--- config.mk ---
export PLATFORM = sky130hd
export DESIGN_NAME = wdog_lockcfg
export DESIGN_NICKNAME = d
export VERILOG_FILES = /design/src/rtl/wdog_pkg.sv /design/src/rtl/wdog_cfg_win.sv /design/src/rtl/wdog_tick_sel.sv /design/src/rtl/wdog_fsm.sv /design/src/rtl/wdog_lockcfg.sv
export SDC_FILE = /design/constraint.sdc
export NUM_CORES = 1
export LEC_CHECK = 0
export BUFFER_PORTS_ARGS = -buffer_cell sky130_fd_sc_hd__buf_2
export CAP_MARGIN = 20
export CORE_ASPECT_RATIO = 0.75
export CORE_MARGIN = 3
export CORE_UTILIZATION = 40
export CTS_BUF_LIST = sky130_fd_sc_hd__clkbuf_8
export DETAILED_ROUTE_END_ITERATION = 16
export PLACE_DENSITY_LB_ADDON = 0.25
export SYNTH_ARGS = -nofsm -noshare
export SYNTH_HDL_FRONTEND = slang
export SYNTH_HIERARCHICAL = 1
export SYNTH_SLANG_ARGS = --single-unit
--- constraint.sdc ---
create_clock -name clk -period 2.45 [get_ports clk]
set_input_delay 0.1225 -clock clk [delete_from_list [all_inputs] [get_ports clk]]
set_output_delay 0.1225 -clock clk [all_outputs]
set_load 0.005 [all_outputs]
--- src/rtl/wdog_pkg.sv ---
package wdog_pkg;

    // Stored mode fields; packed order matches written data bits 4:0.
    typedef struct packed {
        logic       src_ext;   // bit 4
        logic       stop_run;  // bit 3
        logic       halt_run;  // bit 2
        logic [1:0] tap;       // bits 1:0
    } wdog_cfg_t;

    localparam wdog_cfg_t CFG_DEFAULT = '{
        src_ext:  1'b0,
        stop_run: 1'b1,
        halt_run: 1'b1,
        tap:      2'b01
    };

    typedef enum logic [1:0] {
        ST_IDLE  = 2'd0,
        ST_ARMED = 2'd1,
        ST_FIRE  = 2'd2
    } wdog_state_t;

endpackage

--- src/rtl/wdog_cfg_win.sv ---
module wdog_cfg_win
    import wdog_pkg::*;
#(
    parameter int             ADDR_W     = 8,
    parameter int             DATA_W     = 8,
    parameter logic [ADDR_W-1:0] CFG_ADDR = 8'h0F,
    parameter int             WIN_CYCLES = 60
) (
    input  logic              clk,
    input  logic              rst_n,
    input  logic              wr_en_i,
    input  logic [ADDR_W-1:0] wr_addr_i,
    input  logic [DATA_W-1:0] wr_data_i,
    input  logic              wake_i,
    input  logic              fire_i,
    input  logic              hold_i,
    output wdog_cfg_t         cfg_o,
    output logic              win_open_o
);

    localparam int WIN_W  = $clog2(WIN_CYCLES + 1);
    localparam int CFG_W  = $bits(wdog_cfg_t);

    logic [WIN_W-1:0] win_cnt;
    logic             wr_hit;

    assign win_open_o = (win_cnt < WIN_W'(WIN_CYCLES)) && !hold_i;
    assign wr_hit     = wr_en_i && (wr_addr_i == CFG_ADDR) && win_open_o;

    // Window counter: restarts on watchdog event, while the pulse is out,
    // and on stop-mode recovery; saturates at the window length.
    always_ff @(posedge clk or negedge rst_n) begin
        if (!rst_n) begin
            win_cnt <= '0;
        end else if (fire_i || hold_i || wake_i) begin
            win_cnt <= '0;
        end else if (win_cnt < WIN_W'(WIN_CYCLES)) begin
            win_cnt <= win_cnt + 1'b1;
        end
    end

    // Mode register: watchdog event wins over a write in the same cycle.
    always_ff @(posedge clk or negedge rst_n) begin
        if (!rst_n) begin
            cfg_o <= CFG_DEFAULT;
        end else if (fire_i) begin
            cfg_o <= CFG_DEFAULT;
        end else if (wr_hit) begin
            cfg_o <= wdog_cfg_t'(wr_data_i[CFG_W-1:0]);
        end
    end

    assert_locked_R9 : assert property (@(posedge clk) disable iff (!rst_n)
        (!win_open_o && !fire_i) |=> $stable(cfg_o));

    assert_defaults_R11 : assert property (@(posedge clk) disable iff (!rst_n)
        fire_i |=> (cfg_o == CFG_DEFAULT));

    assert_rsvd_dropped_R10 : assert property (@(posedge clk) disable iff (!rst_n)
        (wr_hit && !fire_i && (|wr_data_i[DATA_W-1:CFG_W]))
            |=> (cfg_o == wdog_cfg_t'($past(wr_data_i[CFG_W-1:0]))));

endmodule

--- src/rtl/wdog_tick_sel.sv ---
module wdog_tick_sel
    import wdog_pkg::*;
#(
    parameter int CNT_W = 13,
    parameter int TAP0  = 256,
    parameter int TAP1  = 512,
    parameter int TAP2  = 1024,
    parameter int TAP3  = 4096
) (
    input  wdog_cfg_t        cfg_i,
    input  logic             tick_rc_i,
    input  logic             tick_ext_i,
    input  logic             halt_i,
    input  logic             stop_i,
    output logic             cnt_en_o,
    output logic [CNT_W-1:0] term_m1_o
);

    localparam int NTAPS = 4;
    localparam int TAPS [NTAPS] = '{TAP0, TAP1, TAP2, TAP3};

    logic [CNT_W-1:0] term_tbl [NTAPS];
    logic             tick_sel;
    logic             run_ok;

    for (genvar g = 0; g < NTAPS; g++) begin : g_term
        assign term_tbl[g] = CNT_W'(TAPS[g] - 1);
    end

    assign term_m1_o = term_tbl[cfg_i.tap];
    assign tick_sel  = cfg_i.src_ext ? tick_ext_i : tick_rc_i;
    assign run_ok    = !(halt_i && !cfg_i.halt_run) && !(stop_i && !cfg_i.stop_run);
    assign cnt_en_o  = tick_sel && run_ok;

endmodule

--- src/rtl/wdog_fsm.sv ---
module wdog_fsm
    import wdog_pkg::*;
#(
    parameter int CNT_W     = 13,
    parameter int PULSE_LEN = 4
) (
    input  logic             clk,
    input  logic             rst_n,
    input  logic             kick_i,
    input  logic             cnt_en_i,
    input  logic [CNT_W-1:0] term_m1_i,
    output logic             fire_o,
    output logic             hold_o,
    output logic             rst_req_o
);

    localparam int PW = $clog2(PULSE_LEN + 1);

    wdog_state_t      state, state_nxt;
    logic [CNT_W-1:0] cnt;
    logic [PW-1:0]    pcnt;

    assign fire_o = (state == ST_ARMED) && !kick_i && cnt_en_i && (cnt >= term_m1_i);
    assign hold_o = (state == ST_FIRE);

    always_comb begin
        state_nxt = state;
        unique case (state)
            ST_IDLE:  if (kick_i) state_nxt = ST_ARMED;
            ST_ARMED: if (fire_o) state_nxt = ST_FIRE;
            ST_FIRE:  if (pcnt == PW'(PULSE_LEN - 1)) state_nxt = ST_IDLE;
            default:  state_nxt = ST_IDLE;
        endcase
    end

    // State register
    always_ff @(posedge clk or negedge rst_n) begin
        if (!rst_n) state <= ST_IDLE;
        else        state <= state_nxt;
    end

    // Timeout and pulse counters
    always_ff @(posedge clk or negedge rst_n) begin
        if (!rst_n) begin
            cnt  <= '0;
            pcnt <= '0;
        end else begin
            unique case (state)
                ST_ARMED: begin
                    if (kick_i || fire_o) cnt <= '0;
                    else if (cnt_en_i)    cnt <= cnt + 1'b1;
                end
                default: cnt <= '0;
            endcase
            pcnt <= (state == ST_FIRE) ? pcnt + 1'b1 : '0;
        end
    end

    // Outputs
    always_ff @(posedge clk or negedge rst_n) begin
        if (!rst_n) rst_req_o <= 1'b0;
        else        rst_req_o <= (state_nxt == ST_FIRE);
    end

    assert_idle_quiet_R1 : assert property (@(posedge clk) disable iff (!rst_n)
        (state == ST_IDLE) |=> !rst_req_o);

    assert_fire_out_R3 : assert property (@(posedge clk) disable iff (!rst_n)
        fire_o |=> rst_req_o);

    assert_pulse_min_R4 : assert property (@(posedge clk) disable iff (!rst_n)
        $rose(rst_req_o) |=> rst_req_o);

    assert_hold_count_R6 : assert property (@(posedge clk) disable iff (!rst_n)
        (state == ST_ARMED && !kick_i && !cnt_en_i) |=> $stable(cnt));

    assert_kick_wins_R13 : assert property (@(posedge clk) disable iff (!rst_n)
        (state == ST_ARMED && kick_i) |=> (!rst_req_o && cnt == '0));

endmodule

--- src/rtl/wdog_lockcfg.sv ---
module wdog_lockcfg
    import wdog_pkg::*;
#(
    parameter int                ADDR_W     = 8,
    parameter logic [ADDR_W-1:0] CFG_ADDR   = 8'h0F,
    parameter int                WIN_CYCLES = 60,
    parameter int                PULSE_LEN  = 4,
    parameter int                TAP0       = 256,
    parameter int                TAP1       = 512,
    parameter int                TAP2       = 1024,
    parameter int                TAP3       = 4096
) (
    input  logic              clk,
    input  logic              rst_n,
    input  logic              kick_i,
    input  logic              wr_en_i,
    input  logic [ADDR_W-1:0] wr_addr_i,
    input  logic [7:0]        wr_data_i,
    input  logic              halt_i,
    input  logic              stop_i,
    input  logic              stop_wake_i,
    input  logic              tick_rc_i,
    input  logic              tick_ext_i,
    output logic              rst_req_o
);

    localparam int MAX01 = (TAP0 > TAP1) ? TAP0 : TAP1;
    localparam int MAX23 = (TAP2 > TAP3) ? TAP2 : TAP3;
    localparam int TMAX  = (MAX01 > MAX23) ? MAX01 : MAX23;
    localparam int CNT_W = $clog2(TMAX + 1);

    wdog_cfg_t        cfg;
    logic             win_open;
    logic             cnt_en;
    logic [CNT_W-1:0] term_m1;
    logic             fire;
    logic             hold;

    wdog_cfg_win #(
        .ADDR_W     (ADDR_W),
        .DATA_W     (8),
        .CFG_ADDR   (CFG_ADDR),
        .WIN_CYCLES (WIN_CYCLES)
    ) u_cfg (
        .clk        (clk),
        .rst_n      (rst_n),
        .wr_en_i    (wr_en_i),
        .wr_addr_i  (wr_addr_i),
        .wr_data_i  (wr_data_i),
        .wake_i     (stop_wake_i),
        .fire_i     (fire),
        .hold_i     (hold),
        .cfg_o      (cfg),
        .win_open_o (win_open)
    );

    wdog_tick_sel #(
        .CNT_W (CNT_W),
        .TAP0  (TAP0),
        .TAP1  (TAP1),
        .TAP2  (TAP2),
        .TAP3  (TAP3)
    ) u_tick (
        .cfg_i      (cfg),
        .tick_rc_i  (tick_rc_i),
        .tick_ext_i (tick_ext_i),
        .halt_i     (halt_i),
        .stop_i     (stop_i),
        .cnt_en_o   (cnt_en),
        .term_m1_o  (term_m1)
    );

    wdog_fsm #(
        .CNT_W     (CNT_W),
        .PULSE_LEN (PULSE_LEN)
    ) u_fsm (
        .clk       (clk),
        .rst_n     (rst_n),
        .kick_i    (kick_i),
        .cnt_en_i  (cnt_en),
        .term_m1_i (term_m1),
        .fire_o    (fire),
        .hold_o    (hold),
        .rst_req_o (rst_req_o)
    );

    assert_no_write_in_pulse_R4 : assert property (@(posedge clk) disable iff (!rst_n)
        rst_req_o |-> !win_open);

endmodule

==> impl_metrics.json <==
{
  "rows": 21,
  "placed_cell_area_sq_um": 2130,
  "cp.arrival_ns": 2.55,
  "numCtsBuffers": 5,
  "rrSetupSlack_ns": 0.11,
  "max_freq_ghz": 0.427,
  "area_growth_pct": 16.3,
  "drt_iter0_drc": 40,
  "core-area_sq_um": 4620,
  "grt_pass1_vias": 1295,
  "hold_path_class": "in -> reg",
  "first_pass_iters": 4,
  "clock-root-buffer": "clkbuf_8",
  "dp_hpwl_um": 2730,
  "crit_required_ns": 2.66,
  "setup_viol": 0,
  "antenna_found_initial": 0,
  "overflow": 0,
  "ioPinCount": 26,
  "met2_length_um": 1590,
  "power_density_nw_per_um2": 481,
  "min_period_ns": 2.34,
  "post-place-ws_ns": -0.0166,
  "grt_max_degree": 31,
  "period_share": 0.955,
  "status": "completed",
  "ant_nets": 0,
  "synth_area_per_cell_sq_um": 9.59,
  "grt_setup_unrepaired": "yes",
  "leakage_nw": 1.22,
  "wl_met1_um": 1930,
  "fin_setup_tns_ns": 0,
  "yosysWarnings": 6,
  "tightestPinTransition_ns": 0.664,
  "cts_tree": "done",
  "ir_worst_vdd_mv": 0.274,
  "fin_nets": 279,
  "start_util": 0.429,
  "vias": 1451,
  "topRoutingLayerUsed": "met4",
  "netlist_area_sq_um": 1980,
  "clock_sinks": 30,
  "crit_fanout": 6,
  "fin_skew_ns": 0.00438,
  "drcViolationCount": 0,
  "htree_levels": 2,
  "vias_per_cell": 4.92,
  "num_antenna_cells": 0,
  "clk_path_buf_depth": 2,
  "die_h_um": 67,
  "path_clk_slew_ns": 0.07,
  "setup_slack_ns": 0.110,
  "grt_pass1_wl_um": 6080,
  "critical_path_class": "reg -> reg",
  "start_kind": "flop",
  "dieArea_sq_um": 5850,
  "relSlewSlack": 0.557,
  "io_buffer_count": 22,
  "clkLatencyLatePin_ns": 0.29,
  "layout-drive-gt1-share": 0.265,
  "cp-end-kind": "flop",
  "synthCells": 207,
  "track_usage": 0.137,
  "fin_area_sq_um": 2310,
  "wl_um": 3710,
  "die_x_um": 87.3,
  "maxCapViolations": 0,
  "dr_wl_met3_um": 135,
  "gp_congestion": 0.774,
  "finalMaxSlewViolations": 0,
  "hold_violations": 0,
  "routedWlPerCell_um": 12.6
}
-- area by class of cell --
type	instances	area [sq um]
Clock buffer	5	68.8
Clock inverter	3	40.0
Fill cell	436	2320
Inverter	19	71.3
Multi-Input combinational cell	151	1120
Sequential cell	30	754
Tap cell	57	71.3
Timing Repair Buffer	30	176
-- final timing paths --
check | start | end | cells after the start
max | u_cfg/cfg_o[0] | u_cfg/win_cnt[2] | 10
min | wr_data_i[0] | u_cfg/cfg_o[0] | 3
max reg2reg | u_cfg/cfg_o[0] | u_cfg/win_cnt[2] | 10
min reg2reg | u_fsm/pcnt[0] | u_fsm/pcnt[0] | 1
max in group asynchronous | rst_n | u_fsm/pcnt[0] | 2
min in group asynchronous | rst_n | u_fsm/cnt[12] | 2
-- stage by stage --
step	total power, mW	cells	utilization	hold WS, ns
4_1_cts	1.13	294	0.488	0.0780
2_1_floorplan	0.591	214	-	-0.173
6_report	1.11	295	0.499	0.0801
3_5_place_dp	0.621	285	0.461	0.200
5_1_grt	1.17	295	0.499	0.112
3_3_place_gp	0.619	285	0.461	0.204
-- per-layer routing --
layer / track usage / vias to the layer above
li1: - / 760
met2: 0.185 / 16
met5: 0 / -
met1: 0.200 / 669
met4: 0.0575 / 0
met3: 0.0408 / 6
-- state kept, by name, indices dropped and copies added (netlist names) --
signal / count
u_fsm/state: 2
u_cfg/win_cnt: 6
u_fsm/pcnt: 3
u_cfg/cfg_o: 5
u_fsm/rst_req_o: 1
u_fsm/cnt: 13
-- cells in the final DEF, fill, tap and decap left out, drive strengths merged, types with 9 or more instances in the layout --
cell    n
buf    29
dfrtp  27
inv    19
ha     17
nor2   15
o21ai  12
conb    9
nand3   9
-- where the power goes --
part           switching, mW  total, mW  internal, mW  leakage [nW]
clock                  0.193      0.492         0.299        0.0579
sequential           0.00820      0.516         0.508         0.400
combinational         0.0568      0.103        0.0461         0.764
total                  0.258       1.11         0.852          1.22
-- critical path, stage by stage, from the launching register on --
cell	delay, ns
dfstp_2	0.54
and2_4	0.14
inv_1	0.04
ha_1	0.32
nand2_1	0.09
o21ai_1	0.10
a41oi_2	0.21
nand3_2	0.11
and2_4	0.16
or3_4	0.42
a21oi_1	0.14
-- what timing repair did --
action | 4_1_cts | 5_1_grt
resized for setup | 1 | 9
buffers inserted | 0 | 1
pin swaps | 0 | 3
hold endpoints to repair | 27 | 0
endpoints found under the setup margin | 4 | 20
hold buffers | 1 | 0
(Power assumes the default switching activity.)
